[config.mk]
export PLATFORM = sky130hd
export DESIGN_NAME = rxring_wb
export DESIGN_NICKNAME = d
export VERILOG_FILES = /design/src/rtl/rxring_pkg.sv /design/src/rtl/rxring_pack.sv /design/src/rtl/rxring_ctrl.sv /design/src/rtl/rxring_wb.sv
export SDC_FILE = /design/constraint.sdc
export NUM_CORES = 1
export LEC_CHECK = 0
export BUFFER_PORTS_ARGS = -buffer_cell sky130_fd_sc_hd__buf_2
export CAP_MARGIN = 10
export CORE_AREA = 8 8 160 162
export DETAILED_ROUTE_END_ITERATION = 7
export DIE_AREA = 0 0 168 170
export PLACE_DENSITY = 0.7
export SYNTH_ARGS = -nofsm -noshare
export SYNTH_HDL_FRONTEND = slang
export SYNTH_SLANG_ARGS = --single-unit
export TNS_END_PERCENT = 10
[constraint.sdc]
create_clock -name clk -period 5.55 [get_ports clk]
set_input_delay 1.11 -clock clk [delete_from_list [all_inputs] [get_ports clk]]
set_output_delay 1.11 -clock clk [all_outputs]
set_load 0.02 [all_outputs]
[src/rtl/rxring_pkg.sv]
package rxring_pkg;
  localparam int unsigned LEN_W = 14;

  typedef enum logic [2:0] {
    S_IDLE, S_FETCH, S_FILL, S_DRAIN, S_STAT, S_OWN
  } rx_state_t;

  function automatic logic [29:0] buf_word(input logic [31:0] aw);
    return aw[31:2];
  endfunction

  function automatic logic [31:0] status_word(input logic [LEN_W-1:0] len);
    return {16'h0000, 1'b1, 1'b1, len};
  endfunction

  function automatic logic [31:0] lane_merge(input logic [31:0] acc,
                                             input logic [7:0] b,
                                             input logic [1:0] lane);
    logic [31:0] r;
    r = (lane == 2'd0) ? 32'h0 : acc;
    r[8*lane +: 8] = b;
    return r;
  endfunction
endpackage

[src/rtl/rxring_pack.sv]
module rxring_pack
  import rxring_pkg::*;
#(
  parameter int unsigned BUF_BYTES = 1536,
  localparam int unsigned IDX_W = LEN_W - 2
) (
  input  logic             clk,
  input  logic             rst_n,
  input  logic             clr,
  input  logic             take,
  input  logic [7:0]       byte_in,
  input  logic             last_in,
  output logic             wr,
  output logic [31:0]      wdata,
  output logic [IDX_W-1:0] word_idx,
  output logic [LEN_W-1:0] stored_len
);
  localparam logic [LEN_W-1:0] LIMIT = LEN_W'(BUF_BYTES);

  logic [LEN_W-1:0] cnt;
  logic [31:0]      acc;
  logic             room;
  logic [1:0]       lane;

  assign room       = cnt < LIMIT;
  assign lane       = cnt[1:0];
  assign wdata      = lane_merge(acc, byte_in, lane);
  assign wr         = take && room && (lane == 2'd3 || last_in);
  assign word_idx   = cnt[LEN_W-1:2];
  assign stored_len = cnt;

  always_ff @(posedge clk or negedge rst_n) begin
    if (!rst_n) begin
      cnt <= '0;
      acc <= '0;
    end else if (clr) begin
      cnt <= '0;
      acc <= '0;
    end else if (take && room) begin
      cnt <= cnt + 1'b1;
      acc <= (lane == 2'd3) ? 32'h0 : wdata;
    end
  end
endmodule

[src/rtl/rxring_ctrl.sv]
module rxring_ctrl
  import rxring_pkg::*;
#(
  parameter int unsigned ADDR_W = 30,
  localparam int unsigned IDX_W = LEN_W - 2
) (
  input  logic              clk,
  input  logic              rst_n,
  input  logic              rx_en,
  input  logic [ADDR_W-1:0] ring_base,
  input  logic              in_valid,
  input  logic              in_last,
  output logic              in_ready,
  output logic              take,
  output logic              clr,
  input  logic              pack_wr,
  input  logic [31:0]       pack_wdata,
  input  logic [IDX_W-1:0]  pack_idx,
  input  logic [LEN_W-1:0]  stored_len,
  output logic              mem_req,
  output logic              mem_we,
  output logic [ADDR_W-1:0] mem_addr,
  output logic [31:0]       mem_wdata,
  input  logic [31:0]       mem_rdata,
  output logic              frame_done,
  output logic              nobuf,
  output logic              ev_pay_wr,
  output logic              ev_stat_wr,
  output logic              ev_own_wr,
  output logic              in_drop
);
  rx_state_t         st, nxt;
  logic [ADDR_W-1:0] off;
  logic [31:0]       desc_q;
  logic [ADDR_W-1:0] desc_addr, buf_base;

  assign desc_addr  = ring_base + off;
  assign buf_base   = ADDR_W'(buf_word(desc_q));
  assign ev_pay_wr  = (st == S_FILL) && pack_wr;
  assign ev_stat_wr = (st == S_STAT);
  assign ev_own_wr  = (st == S_OWN);
  assign in_drop    = (st == S_DRAIN);

  always_comb begin
    nxt       = st;
    in_ready  = 1'b0;
    take      = 1'b0;
    clr       = 1'b0;
    mem_req   = 1'b0;
    mem_we    = 1'b0;
    mem_addr  = desc_addr;
    mem_wdata = 32'h0;
    case (st)
      S_IDLE: if (rx_en && in_valid) begin
        mem_req = 1'b1;
        clr     = 1'b1;
        nxt     = S_FETCH;
      end
      S_FETCH: nxt = mem_rdata[0] ? S_DRAIN : S_FILL;
      S_FILL: begin
        in_ready = 1'b1;
        take     = in_valid;
        if (pack_wr) begin
          mem_req   = 1'b1;
          mem_we    = 1'b1;
          mem_addr  = buf_base + ADDR_W'(pack_idx);
          mem_wdata = pack_wdata;
        end
        if (in_valid && in_last) nxt = S_STAT;
      end
      S_DRAIN: begin
        in_ready = 1'b1;
        if (in_valid && in_last) nxt = S_IDLE;
      end
      S_STAT: begin
        mem_req   = 1'b1;
        mem_we    = 1'b1;
        mem_addr  = desc_addr + ADDR_W'(1);
        mem_wdata = status_word(stored_len);
        nxt       = S_OWN;
      end
      S_OWN: begin
        mem_req   = 1'b1;
        mem_we    = 1'b1;
        mem_wdata = desc_q | 32'h1;
        nxt       = S_IDLE;
      end
      default: nxt = S_IDLE;
    endcase
  end

  always_ff @(posedge clk or negedge rst_n) begin
    if (!rst_n) begin
      st         <= S_IDLE;
      off        <= '0;
      desc_q     <= '0;
      frame_done <= 1'b0;
      nobuf      <= 1'b0;
    end else begin
      st         <= nxt;
      frame_done <= (st == S_OWN);
      nobuf      <= (st == S_FETCH) && mem_rdata[0];
      if (st == S_FETCH) desc_q <= mem_rdata;
      if (st == S_OWN) off <= desc_q[1] ? '0 : off + ADDR_W'(2);
    end
  end
endmodule

[src/rtl/rxring_wb.sv]
module rxring_wb
  import rxring_pkg::*;
#(
  parameter int unsigned ADDR_W    = 30,
  parameter int unsigned BUF_BYTES = 1536,
  localparam int unsigned IDX_W = LEN_W - 2
) (
  input  logic              clk,
  input  logic              rst_n,
  input  logic              rx_en,
  input  logic [ADDR_W-1:0] ring_base,
  input  logic              in_valid,
  input  logic [7:0]        in_data,
  input  logic              in_last,
  output logic              in_ready,
  output logic              mem_req,
  output logic              mem_we,
  output logic [ADDR_W-1:0] mem_addr,
  output logic [31:0]       mem_wdata,
  input  logic [31:0]       mem_rdata,
  output logic              frame_done,
  output logic              nobuf
);
  logic             take, clr, pack_wr;
  logic [31:0]      pack_wdata;
  logic [IDX_W-1:0] pack_idx;
  logic [LEN_W-1:0] stored_len;
  logic             ev_pay_wr, ev_stat_wr, ev_own_wr, in_drop;

  rxring_pack #(.BUF_BYTES(BUF_BYTES)) u_pack (
    .clk(clk), .rst_n(rst_n), .clr(clr), .take(take),
    .byte_in(in_data), .last_in(in_last), .wr(pack_wr),
    .wdata(pack_wdata), .word_idx(pack_idx), .stored_len(stored_len)
  );

  rxring_ctrl #(.ADDR_W(ADDR_W)) u_ctrl (
    .clk(clk), .rst_n(rst_n), .rx_en(rx_en), .ring_base(ring_base),
    .in_valid(in_valid), .in_last(in_last), .in_ready(in_ready),
    .take(take), .clr(clr), .pack_wr(pack_wr), .pack_wdata(pack_wdata),
    .pack_idx(pack_idx), .stored_len(stored_len), .mem_req(mem_req),
    .mem_we(mem_we), .mem_addr(mem_addr), .mem_wdata(mem_wdata),
    .mem_rdata(mem_rdata), .frame_done(frame_done), .nobuf(nobuf),
    .ev_pay_wr(ev_pay_wr), .ev_stat_wr(ev_stat_wr), .ev_own_wr(ev_own_wr),
    .in_drop(in_drop)
  );
endmodule

==> results.md, run 1 <==
* Max-slew violations at 0
* Syn Nets at 1242
* Starting DRT DRC Count at 779
* First-pass GRT wire length at 45100 µm
* Crit path max-delay family: compound AO/OA/AOI/OAI gates
* Peak VDD IR at 0.238 mV
* FILL cells at 2309
* Setup TNS at 0 ns
* # port buffers at 141
* Final net count at 1371
* Main combinational cell family by area after synthesis: simple AND/OR/NAND/NOR gates
* Worst Setup End Kind: output pin
* Synth Area in Adders at 7.05%
* Top cell type's share of synthesized area at 30.6%
* Crit-path cells: buf_2, fa_1, a211oi_2, o211ai_1, a21oi_1, a21oi_1, a311o_1, nand4bb_4, or3_1, xnor2_1, o221ai_1, buf_2
* Vias in the first global route at 8517
* Area contributors post-synth: dfrtp_1, ha_1, xor2_1
* Reg2reg end: u_ctrl.off[29]
* Synth Cell Area at 9090 µm²
* Hold slack at 0.505 ns
* Outcome: complete, no violations
* Least-Margin Pin Slew at 1.04 ns
* Final Skew at 0.00708 ns
* Gate Count Post-Synth at 1117
* RSZ-0062 raised after global routing: yes
* Final setup vio count at 0
* Worst Hold Launch: u_pack.acc[12]
* Antenna viol nets, final at 0
* DP HPWL at 22000 µm
* Initial antenna violation count at 1
* Crit path max fanout at 3
* Hold Crit Endpoint: u_pack.acc[12]
* Kind of critical path: input pin to output pin
* Area Overhead vs Synth at 15.7%
* Crit path time final at 5.50 ns
* Flops & latches, synth at 111
* Worst path buffer plus inverter count at 2
* CP max stage cell: fa_1
* Commonest cells in the synthesized netlist: nor2_1, nand2_1, dfrtp_1, a21oi_1, o21ai_0
* Post-synth EDFFs at 0
* GP Congestion at 0.921
* Core outline area at 23100 µm²
* Vias per std cell at 5.75
* Combinational share of power at 48.3%
* Net switching power at 0.00169 W
* Io pins at 142
* Die area at 28600 µm²
* DRC viols at 0
* Pin count of the biggest net entering global routing at 76
* Routed wire length at 28500 µm
* Worst Reg-to-Reg Cells at 10
* Pre-Repair DR Iteration Count at 5
* # clock sinks at 111
* Die height at 170 µm
* Final period util at 99.1%
* Warnings from Yosys at 0
* TritonCTS buffer count at 9
* Register area at 2780 µm²
* Design area at 10500 µm²
* Via count at 8861
* H-tree Lvls at 3
* Crit path launch type: input pin
* # rows at 56
* Hold Path Cell Cnt at 1
* Pint at 0.00199 W
* Total track usage at 19.5%
* TritonCTS clock tree: built
* Number of diodes at 0
* Mux cell area share after synthesis at 3.58%
* Cell with the most instances after synthesis: nor2_1
* Synth area leader: dfrtp_1
* Worst Hold Class: register to register
* Pwr/cell area at 350 nW/µm²
* LEAKAGE at 4.77 nW
* Post-synthesis sequential area ratio at 30.6%
* Total of max-cap violations at 0
* Worst r2r src: u_ctrl.st[2]
* Most used flip-flop cell after synthesis: dfrtp_1
* Die Wd at 168 µm
* Placed inst area at 10200 µm²
* CP required at 4.44 ns
* Xor/xnor cell area share of the yosys netlist at 9.83%
* Sequential power share at 34.1%
* Slew HR at 30.4%
* Routed length per instance at 18.5 µm
* Stages on the worst setup path at 12
* Worst EP arrival at 4.39 ns
* Worst-Skew Late Latency at 0.37 ns
* Ys async rst share at 100%
* Worst-path clk slew at 0.08 ns
* CP peak stage delay at 0.48 ns
* Clock power share at 17.6%
* Gr ovfl total at 0
* Final hold vios at 0
* Synth Area in Compound Gates at 21.7%
* Sw Share at 45.9%
* Share of layout cells above drive strength 1 at 19.4%
* Fmax at 182 MHz
* Reg2reg setup slack at 2.19 ns
* Count of cell types in the netlist at 76
* Power Total at 0.00368 W
* Syn Area/Cell at 8.14 µm²
* Synth Area in Simple Gates at 24.6%
* Multi-input gate area at 6120 µm²
* Root Buffer: clkbuf_16
* CTS max path bufs at 2
* Initial core utilization at 39.4%
-- sequential cells by signal, summed over array words and instances, names as in the netlist --
name,count
u_ctrl.off,29
u_pack.acc,32
u_ctrl.desc_q,31
u_ctrl.frame_done,1
u_ctrl.st,3
u_ctrl.nobuf,1
u_pack.stored_len,14
-- logic make-up (layout without fill, tap and decap cells) --
group / count (synthesis) / count (layout)
simple gates: 453 / 453
compound gates: 309 / 309
flops: 111 / 111
xor+xnor: 99 / 99
buf+inv: 65 / 199
fa+ha+maj: 50 / 50
mux: 29 / 29
other cells: 1 / 1
-- cell usage in the layout, fill, tap and decap left out, types with 12 or more instances in the layout --
| cell | instances |
|---|---|
| a21o_1 | 12 |
| a21oi_1 | 94 |
| a22o_1 | 13 |
| a22oi_1 | 27 |
| a31oi_1 | 13 |
| and3_1 | 19 |
| buf_2 | 140 |
| buf_4 | 30 |
| dfrtp_1 | 111 |
| ha_1 | 48 |
| inv_1 | 12 |
| mux2_2 | 28 |
| nand2_1 | 118 |
| nand2b_1 | 18 |
| nand3_1 | 43 |
| nand4_1 | 18 |
| nor2_1 | 124 |
| nor2b_1 | 28 |
| nor3_1 | 34 |
| o21ai_0 | 66 |
| o221ai_1 | 12 |
| xnor2_1 | 38 |
| xor2_1 | 59 |
-- layer usage --
layer	vias up	share of wire, %	track usage (%)	wire (µm)
li1	4302	-	-	-
met1	4198	44	25.7	12600
met2	315	47	32.0	13400
met3	44	6.6	3.96	1890
met4	2	2.3	5.75	652
met5	-	0.032	0	9
-- worst max path at each step --
| stage | slack [ns] | end | startpoint |
|---|---|---|---|
| final | 0.05 | mem_addr[21] | ring_base[1] |
| after global routing | -0.14 | mem_addr[26] | ring_base[1] |
| after CTS | 0.04 | mem_addr[29] | ring_base[1] |
| after detailed placement | -0.02 | mem_addr[29] | ring_base[1] |
| after global placement | -0.02 | mem_addr[21] | ring_base[1] |
| after floorplan | 0.33 | mem_addr[23] | ring_base[1] |
-- layout make-up --
class	count	area share (%)
flip-flops and latches	111	26.4
inverters	13	0.464
clock inverters	6	0.500
clock buffers	10	2.18
well taps	290	3.45
repair buffers	170	8.80
multi-input cells	941	58.2
-- metrics by stage --
stage	instances	worst slack, ns	util, %
6_report	1541	0.0486	45.6
4_1_cts	1540	0.0436	45.4
2_1_floorplan	1117	0.334	-
3_3_place_gp	1524	-0.0162	44.2
5_1_grt	1541	-0.141	45.6
3_5_place_dp	1524	-0.0160	44.2
-- power groups by stage --
stage          Clock [W]  Sequential (W)  Combinational (W)
3_3_place_gp           0         0.00125            0.00174
2_1_floorplan          0         0.00115            0.00127
5_1_grt         0.000696         0.00128            0.00193
3_5_place_dp           0         0.00126            0.00176
4_1_cts         0.000667         0.00125            0.00177
6_report        0.000649         0.00125            0.00178
-- timing repair --
item / CTS / global route
resized for setup: 1 / 5
hold buffers: 0 / 0
endpoints found under the setup margin: 3 / 14
buffers inserted: 0 / 1
pin swaps: 0 / 2
hold endpoints to repair: 0 / 0
No activity file was read; power rests on OpenSTA's default activity.
==> run 2, diff against run 1 <==
- CORE_AREA: 8 8 160 162 -> 2 2 128 130
- DIE_AREA: 0 0 168 170 -> 0 0 130 132
- PLACE_DENSITY: 0.7 -> 0.92
- clock period: 5.55 -> 5.2 ns (I/O delays scaled with it)
==> run 2 against run 1 <==
Net effect: the flow now finishes with violations (setup timing); hold slack better by 0.0092 ns; cell count decreased by 2.6%; die area fell by 40%; final area up 3.2%; critical path depth increased by 2; non-clock buffer count up 34; register-to-register slack worse by 0.33 ns; combinational power is 13% higher; utilization up 23 points; clock-buffer cell count fell by 1; flip-flop and latch count unchanged; critical path type unchanged; largest cell class unchanged; highest routed layer is now met4.
==> results.md, run 2 (same netlist as run 1, synthesis figures left out) <==
* Pre-CTS WS at -0.247 ns (-0.231 ns)
* Initial antenna violation count at 0 (-1)
* Antenna viol nets, final at 0 (unchanged)
* Final std cells w/o fill at 1501 (-2.6%)
* # rows at 46 (-18%)
* H-tree Lvls at 3 (unchanged)
* Worst-Skew Late Latency at 0.38 ns (about the same)
* FILL cells at 1194 (-48%)
* Initial core utilization at 57.9% (+18 points)
* # port buffers at 141 (unchanged)
* Share of layout cells above drive strength 1 at 23.3% (+3.9 points)
* Hold Buf Count CTS at 0 (unchanged)
* Largest regs: u_pack.acc (32), u_ctrl.desc_q (31), u_ctrl.off (29)
* Inst Count DP at 1476 (-3.1%)
* Total track usage at 31.3% (+12 points)
* Failing checks: setup timing
* Worst Setup End Kind: output pin
* Final net count at 1405 (+2.5%)
* First-pass GRT wire length at 43500 µm (-3.6%)
* Highest-count cells in the layout ignoring fill and taps: buf_2, nor2_1, nand2_1
* Crit path launch type: input pin
* Worst r2r src: u_ctrl.st[2]
* Power Total at 0.00407 W (+11%)
* Routed wire length at 28000 µm (-1.9%)
* Final hold vios at 0 (unchanged)
* Worst setup path startpoint: ring_base[8]
* Final core occ at 69.1% (+23 points)
* Worst-path clk slew at 0.08 ns (about the same)
* Pre-Repair DR Iteration Count at 7 (+2)
* Worst EP arrival at 4.19 ns (-0.20 ns)
* Slew HR at 13.7% (-17 points)
* DP HPWL at 20300 µm (-7.8%)
* Kind of critical path: input pin to output pin
* Worst Hold Class: register to register
* LEAKAGE at 4.99 nW (+4.7%)
* Final Skew at 0.0112 ns (+0.00410 ns)
* Setup TNS at -0.0688 ns (-0.0688 ns)
* RSZ-0062 raised after global routing: yes
* Top routing layer in use: met4
* Io pins at 142 (unchanged)
* Crit path max fanout at 5 (+2)
* Routed length per instance at 18.6 µm (+0.67%)
* Reg2reg end: u_ctrl.off[29]
* Top reg by flops: u_pack.acc
* Number of diodes at 0 (unchanged)
* Max-slew violations at 0 (unchanged)
* Gr ovfl total at 0 (unchanged)
* Die height at 132 µm (-22%)
* DRC viols at 0 (unchanged)
* Worst Reg-to-Reg Cells at 10 (unchanged)
* Crit path to: mem_addr[23]
* Most common cell after layout, fill and taps aside: buf_2
* Peak VDD IR at 0.246 mV (+3.3%)
* Area Overhead vs Synth at 19.4%
* Die area at 17200 µm² (-40%)
* TritonCTS clock tree: built
* Outcome: finished with violations
* Max reg flops at 32 (unchanged)
* Final WS setup at -0.0277 ns (-0.0763 ns)
* Starting DRT DRC Count at 1068 (+37%)
* Least-Margin Pin Slew at 1.28 ns (+0.237 ns)
* Final period util at 101%
* Root Buffer: clkbuf_16
* Total of max-cap violations at 0 (unchanged)
* Metal-1 WL at 10900 µm (-13%)
* Routed wl met2 at 13300 µm (-0.71%)
* TritonCTS buffer count at 9 (unchanged)
* Metal3 WL at 2580 µm (+37%)
* Pwr/cell area at 375 nW/µm² (+7.1%)
* Pin count of the biggest net entering global routing at 64 (-16%)
* Core outline area at 15700 µm² (-32%)
* Reg2reg setup slack at 1.86 ns (-0.33 ns)
* Vias per std cell at 6.44 (+12%)
* Fmax at 191 MHz
* Final setup vio count at 3 (+3)
* Die Wd at 130 µm (-23%)
* CTS max path bufs at 2 (unchanged)
* # clock sinks at 111 (unchanged)
* GP Congestion at 0.979 (+6.3%)
* Via count at 9666 (+9.1%)
* Crit path time final at 5.23 ns
* CP required at 4.16 ns (-0.28 ns)
* Vias in the first global route at 8983 (+5.5%)
==> run 2: final cells by class <==
type / count / area (µm²) / area share [%]
clock buffer: 9 / 225 / 2.07
clock inverter: 7 / 77.6 / 0.715
inverter: 13 / 48.8 / 0.449
multi-input combinational: 941 / 6260 / 57.6
sequential: 111 / 2780 / 25.6
tap: 216 / 270 / 2.49
timing repair buffer: 204 / 1200 / 11.0
==> run 2: where the power goes <==
group / internal, W / switching (W) / leakage, nW
Combinational: 0.000812 / 0.00121 / 3.38
Sequential: 0.00106 / 0.000273 / 1.47
Clock: 0.000341 / 0.000375 / 0.144
==> run 2: worst max-delay path, cell delays in order <==
cell      delay [ns]
buf_2           0.10
ha_2            0.39
o21a_1          0.24
o221a_2         0.24
o21ai_1         0.11
o21ai_2         0.22
xor2_1          0.30
nand4_1         0.31
buf_4           0.25
nor4_4          0.36
nand3_1         0.14
xnor2_1         0.14
o221ai_1        0.16
buf_4           0.19
==> run 2: repair_timing <==
item / in CTS / in global routing
setup endpoints to repair: 13 / 14
resized for setup: 5 / 33
setup buffers: 2 / 7
pin swaps: 3 / 12
==> run 2: worst min path at each step <==
stage / startpoint / end / slack (ns) / cells past startpoint
after floorplan: u_pack.acc[10] / u_pack.acc[10] / 0.47 / 1
after global placement: u_pack.acc[9] / u_pack.acc[9] / 0.48 / 1
after detailed placement: u_pack.acc[10] / u_pack.acc[10] / 0.49 / 1
after CTS: u_pack.acc[9] / u_pack.acc[9] / 0.51 / 1
after global routing: u_pack.acc[9] / u_pack.acc[9] / 0.52 / 1
final: u_pack.acc[26] / u_pack.acc[26] / 0.51 / 2
==> run 2: routing by layer <==
layer	track usage (%)	vias up
met5	0	-
met4	13.5	0
met3	5.11	124
met2	51.2	648
met1	40.7	4524
li1	-	4370
==> run 2: metrics by stage <==
stage / instance area (µm²) / hold slack, ns
CTS: 10600 / 0.508
global placement: 10300 / 0.479
global route: 10900 / 0.524
detailed placement: 10300 / 0.487
finish: 10900 / 0.514
floorplan: 9090 / 0.465
==> run 3, diff against run 2 <==
- TNS_END_PERCENT: 10 -> 50
==> run 3 against run 2 <==
Net effect: register-to-register slack worse by 0.03 ns; flip-flop and latch count stayed put; combinational power hardly changed; critical path type unchanged; clock skew is 0.0036 ns lower; the flow now finishes without violations; sequential power hardly changed; utilization is 0.22 points higher; worst setup slack better by 0.062 ns.
==> results.md, run 3 (same netlist as run 1, synthesis figures left out) <==
* Pre-Repair DR Iteration Count at 6 (-1)
* First-pass GRT wire length at 43500 µm (unchanged)
* RSZ-0062 raised after global routing: yes
* Most common cell after layout, fill and taps aside: buf_2
* Peak VDD IR at 0.248 mV (+0.78%)
* GP Congestion at 0.979 (unchanged)
* Highest-count cells in the layout ignoring fill and taps: buf_2, nor2_1, nand2_1
* Worst EP arrival at 4.13 ns (-0.06 ns)
* Max-slew violations at 0 (unchanged)
* Pwr/cell area at 375 nW/µm² (about the same)
* Final net count at 1406 (+0.071%)
* DP HPWL at 20300 µm (unchanged)
* Pin count of the biggest net entering global routing at 64 (unchanged)
* Initial antenna violation count at 0 (unchanged)
* # rows at 46 (unchanged)
* Final core occ at 69.3% (+0.22 points)
* Worst Reg-to-Reg Cells at 10 (unchanged)
* TritonCTS clock tree: built
* Number of diodes at 0 (unchanged)
* Design area at 10900 µm² (+0.32%)
* Area Overhead vs Synth at 19.8%
* FILL cells at 1195 (+0.084%)
* Max reg flops at 32 (unchanged)
* Vias per std cell at 6.43 (-0.17%)
* Routed length per instance at 18.8 µm (+0.87%)
* Crit path max fanout at 4 (-1)
* Setup TNS at 0 ns (+0.0688 ns)
* Antenna viol nets, final at 0 (unchanged)
* Slew HR at 15.6% (+1.9 points)
* Worst Hold Launch: u_pack.acc[14]
* Final Skew at 0.00761 ns (-0.00358 ns)
* Top reg by flops: u_pack.acc
* Final setup vio count at 0 (-3)
* Hold Buf Count CTS at 0 (unchanged)
* Least-Margin Pin Slew at 1.25 ns (-0.0288 ns)
* # clock sinks at 111 (unchanged)
* Die area at 17200 µm² (unchanged)
* Placed inst area at 10300 µm² (unchanged)
* Final hold vios at 0 (unchanged)
* Root Buffer: clkbuf_16
* Worst r2r src: u_ctrl.st[2]
* Final WS setup at 0.0341 ns (+0.0619 ns)
* Reg2reg setup slack at 1.83 ns (-0.03 ns)
* Starting DRT DRC Count at 1013 (-5.1%)
* Gr ovfl total at 0 (unchanged)
* TritonCTS buffer count at 9 (unchanged)
* Reg2reg end: u_ctrl.off[29]
* Total track usage at 31.3% (unchanged)
* Outcome: complete, no violations
* # port buffers at 141 (unchanged)
* Kind of critical path: input pin to output pin
* Worst-Skew Late Latency at 0.38 ns (about the same)
* Multi-input gate area at 6290 µm² (+0.44%)
* Hold Crit Endpoint: u_pack.acc[14]
* Core outline area at 15700 µm² (unchanged)
* Initial core utilization at 57.9% (unchanged)
* Die Wd at 130 µm (unchanged)
* Worst Hold Class: register to register
* Final period util at 99.3% (-1.2 points)
* H-tree Lvls at 3 (unchanged)
* Worst Setup End Kind: output pin
* CTS max path bufs at 2 (unchanged)
* Routed wire length at 28300 µm (+0.93%)
* Share of layout cells above drive strength 1 at 23.4% (+0.060 points)
* Total of max-cap violations at 0 (unchanged)
* Crit path time final at 5.17 ns (-0.0619 ns)
* Io pins at 142 (unchanged)
* Worst-path clk slew at 0.08 ns (about the same)
* Hold Path Cell Cnt at 1 (-1)
* Die height at 132 µm (unchanged)
* Crit path launch type: input pin
* CP required at 4.16 ns (about the same)
* LEAKAGE at 5.01 nW (+0.34%)
* Via count at 9656 (-0.10%)
* DRC viols at 0 (unchanged)
* Pre-CTS WS at -0.247 ns (unchanged)
* Largest regs: u_pack.acc (32), u_ctrl.desc_q (31), u_ctrl.off (29)
* Register area at 2780 µm² (unchanged)
* Fmax at 194 MHz (+1.2%)
* Vias in the first global route at 8983 (unchanged)
[run 3: through the flow]
step           power [W]  std cells  hold slack (ns)
2_1_floorplan    0.00258       1117            0.465
3_3_place_gp     0.00317       1476            0.479
3_5_place_dp     0.00324       1476            0.487
4_1_cts          0.00397       1494            0.508
5_1_grt          0.00429       1502            0.524
6_report         0.00409       1502            0.515
[run 3: cell type report]
class	count	area share [%]
Timing Repair Buffer	205	11.1
Inverter	13	0.448
Multi-Input combinational cell	941	57.7
Clock buffer	9	2.07
Sequential cell	111	25.5
Tap cell	216	2.48
Clock inverter	7	0.712
[run 3: critical path, stage by stage]
cell and delay (ns):
buf_6 0.10, fa_2 0.35, a211oi_2 0.26, buf_4 0.16
o21ai_4 0.07, buf_4 0.16, a21boi_4 0.14, xnor2_2 0.16
nand3b_4 0.10, or4b_4 0.54, buf_4 0.17, nor2_1 0.13
nor2_1 0.07, o21ai_1 0.22, o221ai_1 0.23, buf_2 0.22
[run 3: per-layer routing]
metal	vias up	share of wire, %	global-route usage [%]
met5	-	0	0
met4	0	4.6	13.5
met3	133	9.3	5.11
met2	620	47	51.2
met1	4535	39	40.7
li1	4368	-	-
[run 3: how the worst max path moves through the flow]
stage | cells after the start | end | start | slack (ns)
global placement | 13 | mem_addr[21] | ring_base[1] | -0.1
finish | 16 | mem_addr[15] | ring_base[1] | 0.03
detailed placement | 13 | mem_addr[21] | ring_base[1] | -0.25
CTS | 15 | mem_addr[21] | ring_base[2] | 0.02
floorplan | 11 | mem_addr[23] | ring_base[1] | 0.12
global route | 14 | mem_addr[29] | ring_base[8] | -0.08
[run 3: power by group]
group	switching [W]	internal [W]	total, W	leakage, nW
registers	0.000275	0.00106	0.00133	1.47
clock network	0.000378	0.000341	0.000718	0.144
logic	0.00122	0.000818	0.00204	3.40
[run 3: repair_timing]
action | in CTS | in global routing
setup endpoints to repair | 13 | 14
pin swaps | 3 | 12
setup buffers | 2 | 8
gates resized for setup | 5 | 36
hold endpoints to repair | 0 | 0
